`src/rtl/code_lock.sv`:
```
module code_lock #(
  parameter int CNT_W = 4
) (
  input  logic             clk,
  input  logic             rst,
  input  logic             key_valid,
  input  logic             key_a,
  input  logic             key_b,
  output logic             unlock,
  output logic [CNT_W-1:0] key_count
);

  typedef enum logic [2:0] {
    S_IDLE, S_OK1, S_OK2, S_OK3, S_BAD1, S_BAD2, S_BAD3
  } lock_st_e;

  lock_st_e st, st_nx;
  logic     kv_q;

  wire press  = key_valid & ~kv_q;
  wire is_a   = key_a & ~key_b;
  wire is_b   = key_b & ~key_a;

  always_ff @(posedge clk) begin
    if (rst) begin
      st   <= S_IDLE;
      kv_q <= 1'b0;
    end else begin
      st   <= st_nx;
      kv_q <= key_valid;
    end
  end

  always_comb begin
    st_nx = st;
    case (st)
      S_IDLE: if (press) st_nx = is_b ? S_OK1 : S_BAD1;
      S_OK1:  if (press) st_nx = is_a ? S_OK2 : S_BAD2;
      S_OK2:  if (press) st_nx = is_b ? S_OK3 : S_BAD3;
      S_BAD1: if (press) st_nx = S_BAD2;
      S_BAD2: if (press) st_nx = S_BAD3;
      S_OK3, S_BAD3: st_nx = S_IDLE;
      default: st_nx = S_IDLE;
    endcase
  end

  assign unlock = (st == S_OK3);

  always_comb begin
    case (st)
      S_OK1, S_BAD1: key_count = CNT_W'(1);
      S_OK2, S_BAD2: key_count = CNT_W'(2);
      S_OK3, S_BAD3: key_count = CNT_W'(3);
      default:       key_count = '0;
    endcase
  end

  assert_reset_idle_R1: assert property (@(posedge clk)
    rst |=> (key_count == 0 && !unlock));

  assert_hold_no_key_R3: assert property (@(posedge clk) disable iff (rst)
    (!key_valid && key_count != 3) |=> $stable(key_count));

  assert_held_once_R4: assert property (@(posedge clk) disable iff (rst)
    (key_valid && kv_q && key_count != 3) |=> $stable(key_count));

  assert_unlock_at_three_R5: assert property (@(posedge clk) disable iff (rst)
    unlock |-> key_count == 3);

  assert_count_range_R8: assert property (@(posedge clk) disable iff (rst)
    key_count <= 3);

  assert_return_idle_R9: assert property (@(posedge clk) disable iff (rst)
    key_count == 3 |=> key_count == 0);

  assert_single_pulse_R10: assert property (@(posedge clk) disable iff (rst)
    unlock |=> !unlock);

endmodule

```
`config.mk`:
```
export PLATFORM = sky130hd
export DESIGN_NAME = code_lock
export DESIGN_NICKNAME = d
export VERILOG_FILES = /design/src/rtl/code_lock.sv
export SDC_FILE = /design/constraint.sdc
export NUM_CORES = 1
export LEC_CHECK = 0
export BUFFER_PORTS_ARGS = -buffer_cell sky130_fd_sc_hd__buf_2
export CAP_MARGIN = 20
export CORE_AREA = 2 2 39 41
export DETAILED_ROUTE_END_ITERATION = 10
export DIE_AREA = 0 0 41 43
export GPL_TIMING_DRIVEN = 1
export PLACE_DENSITY_LB_ADDON = 0.05
export SYNTH_ARGS = -nofsm -noshare
export SYNTH_HDL_FRONTEND = slang
export SYNTH_SLANG_ARGS = --single-unit
```
`constraint.sdc`:
```
create_clock -name clk -period 1.3 [get_ports clk]
set_input_delay 0.065 -clock clk [delete_from_list [all_inputs] [get_ports clk]]
set_output_delay 0.065 -clock clk [all_outputs]
set_load 0.005 [all_outputs]
```
==> results.txt <==
TritonCTS built the clock tree. The kind of critical path is reg -> out. The number of buffers and inverters on the critical path is 2. In the synthesized netlist, the number of instances is 32. The tools report the number of unique standard cell types used by synthesis as 22. The tools report the deepest level of the CTS H-tree as 1.

The floorplan step set the die height to 43 um. In this run the critical register-to-register path is captured at st[2]$_SDFFE_PP0P_. The fraction of registers with async set/reset was 0. The area share of the largest cell type after synthesis came out at 0.2883. After synthesis the cells add up to 277.8 um2. The tools report the setup-violating endpoint count in the final report as 0. The congestion estimate from routability-driven global placement came to 0.7583.

The number of storage elements in the synthesis netlist was 4; the number of buffers between clock root and the deepest sink was 2. The leakage power total was 0.1501 nW. The final layout contains routed wiring with a total length of 558 um. The core region is 0.001384 mm2. In this run, CTS created clock tree buffers numbering 3. In this run the worst hold path is classified as in -> reg.

The synthesis-to-finish area growth came out at 24.32%. The clock reaches the later pin of the worst-skew pair after 0.24 ns. Once detailed placement completed, the half-perimeter wirelength came to 454.3 um.

Global routing finished with a remaining overflow of 0. The tools report the achievable clock frequency as 888.7 MHz. On the final layout, the worst clock skew is 0.004929 ns. The first TritonRoute pass finished after 4 iterations. Power spread over the standard cell area amounts to 1138 mW/mm2. By area the synthesized netlist is led by sky130_fd_sc_hd__dfxtp_1 29%, sky130_fd_sc_hd__buf_4 8.1%, sky130_fd_sc_hd__nor2b_1 6.8%. The worst setup path is launched from a register. The routed wire length per instance is 9.789 um. The data required time of the critical path is 1.24 ns, and the summed negative setup slack over all endpoints is 0 ns. The detail route stage leaves a number of antenna-violating nets equal to 0. The number of enable-type register cells in the synthesized netlist is 0, and the number of antenna violations at the first check in global routing is 0. The count of buffers from port buffering works out to 7. For the worst setup path, the data arrival time is 1.06 ns. The startpoint identified for the worst hold timing path is rst. In the routed layout, each cell is associated on average with a via count of 4.333.

Floorplan die width: 41 um. The number of global-route vias before repair is 220. Final hold violation count: 0. The library cell occupying the most area in the post-synthesis netlist was sky130_fd_sc_hd__dfxtp_1. Setup slack on the worst reg-to-reg path comes out at 0.25 ns. For the count of clock tree sinks, the log shows 4.

The via count is 247, and the highest cell delay on the worst timing path is 0.38 ns. Counting cells, the worst reg-to-reg path comes to 3. The first global-routing pass estimated 897 um of wire. The initial core utilization was 0.2007. The layout cell share with drive strength beyond 1 was 0.3415. For the share of synthesized area occupied by flip-flops and latches, the log shows 0.2883. Entering global routing, the biggest net connects 7 pins. Commonest register cell after synthesis: sky130_fd_sc_hd__dfxtp_1. The root buffer cell is sky130_fd_sc_hd__clkbuf_4. The number of placement rows was 14; the largest fanout of any net on the critical path was 6. The first routing iteration left 2 violations. The run gives 0.03760 ns as the final hold slack. The overall die area was 0.001763 mm2. The cell class contributing the biggest share of worst-path delay is flip-flops. The worst setup path is captured at a primary output.

The share of the cycle needed by the critical path after routing is 0.8655. The repair_antennas step left the layout with diodes totalling 0. Clock edge transition at the registers on the reported setup and hold paths: 0.04 ns.

The worst register-to-register path begins at st[1]$_SDFFE_PP0P_. IR analysis of the VDD net gives a maximum drop of 287.7 uV. For hold timing, the worst endpoint is st[1]$_SDFFE_PP0P_. The run gives 0 as the remaining design rule violation count. The number of buffers inserted to repair setup after CTS was 0. Max-cap violations in this run came to 0. Number of cells traversed by the worst hold path: 2. After the last flow step, the layout net total stands at 48.

The warning count from the yosys run is 0, and the number of top-level pins is 10. The run gives 0.08133 as the aggregate global-route resource usage. The critical path goes through buf_4, nand2_1, xnor2_1, buf_2.

The synthesized area per cell is 8.680 um2. Setup repair after global routing left no endpoint under its margin. Final-report max-slew violation count: 0. The slowest cell on the critical path is sky130_fd_sc_hd__dfxtp_2.

The shortest clock period the worst path allows after layout came out at 1.125 ns. The run finished with clean final reports.
-- report_power, final --
part | leakage, nW | internal (W) | switching (W)
clock network | 0.0138 | 0.000103 | 0.0000510
registers | 0.0332 | 0.000135 | 0.0000138
logic | 0.103 | 0.0000488 | 0.0000409
-- stage by stage --
stage                     utilization  cell area (um2)  cells  worst slack, ns  power [W]
after detailed placement       0.2324            321.6     54           0.2575  0.0002404
after global placement         0.2324            321.6     54           0.2399  0.0002420
after floorplan                     -            281.5     33           0.3097  0.0002130
after global routing           0.2495            345.3     57          0.08344  0.0004219
after CTS                      0.2486            344.1     57          0.06672  0.0003993
final                          0.2495            345.3     57           0.1748  0.0003930
-- per-layer routing --
layer,track usage,vias to the layer above,share of wire
met2,0.09688,12,0.47
li1,-,128,-
met3,0.01571,2,0.059
met1,0.1029,105,0.43
met5,0,-,0
met4,0.1000,0,0.034
-- how the worst max path moves through the flow --
stage	from	endpoint	slack (ns)	depth (start not counted)
after floorplan	st[0]$_SDFFE_PP0P_	st[2]$_SDFFE_PP0P_	0.31	3
after global placement	st[1]$_SDFFE_PP0P_	st[2]$_SDFFE_PP0P_	0.24	3
after detailed placement	st[1]$_SDFFE_PP0P_	st[2]$_SDFFE_PP0P_	0.26	3
after CTS	st[2]$_SDFFE_PP0P_	key_count[1]	0.07	4
after global routing	st[2]$_SDFFE_PP0P_	key_count[1]	0.08	4
final	st[2]$_SDFFE_PP0P_	key_count[1]	0.17	4
-- cells in the final DEF, fill, tap and decap left out, types with 2 or more instances in the layout --
master / instances
sky130_fd_sc_hd__buf_2: 7
sky130_fd_sc_hd__o2111ai_1: 2
sky130_fd_sc_hd__inv_1: 2
sky130_fd_sc_hd__dfxtp_1: 3
sky130_fd_sc_hd__conb_1: 2
sky130_fd_sc_hd__nand3b_1: 2
sky130_fd_sc_hd__clkbuf_4: 3
sky130_fd_sc_hd__nor2b_1: 3
-- synth_stat cells (2+ instances only) --
master / instances
sky130_fd_sc_hd__dfxtp_1: 4
sky130_fd_sc_hd__buf_4: 3
sky130_fd_sc_hd__nor2b_1: 3
sky130_fd_sc_hd__inv_1: 2
sky130_fd_sc_hd__nand3b_1: 2
sky130_fd_sc_hd__o2111ai_1: 2
-- layout make-up --
cell class | instances | area, um2
sequential | 4 | 81.33
fill | 152 | 1039
clock buffer | 3 | 22.52
inverter | 2 | 7.507
multi-input combinational | 24 | 171.4
timing repair buffer | 8 | 42.54
tap | 16 | 20.02
-- kinds of logic after synthesis --
group,share of synthesized area
flops,0.2883
other cells,0.01350
compound gates,0.1982
xor+xnor,0.06307
buf+inv,0.1081
simple gates,0.3288
-- sequential cells by signal, indices dropped and copies added (netlist names) --
register and flops:
kv_q 1, st 3
-- what timing repair did --
action                                  in CTS  in global routing
hold buffers                                 0                  0
gates resized for setup                      0                  1
endpoints found under the setup margin       0                  1
-- worst register-to-register path, cell delays in order (launching register included) --
cell                      delay (ns)
sky130_fd_sc_hd__dfxtp_1        0.43
sky130_fd_sc_hd__nor2b_2        0.09
sky130_fd_sc_hd__a22o_1         0.23
sky130_fd_sc_hd__a31o_1         0.19
(Power assumes the default switching activity.)
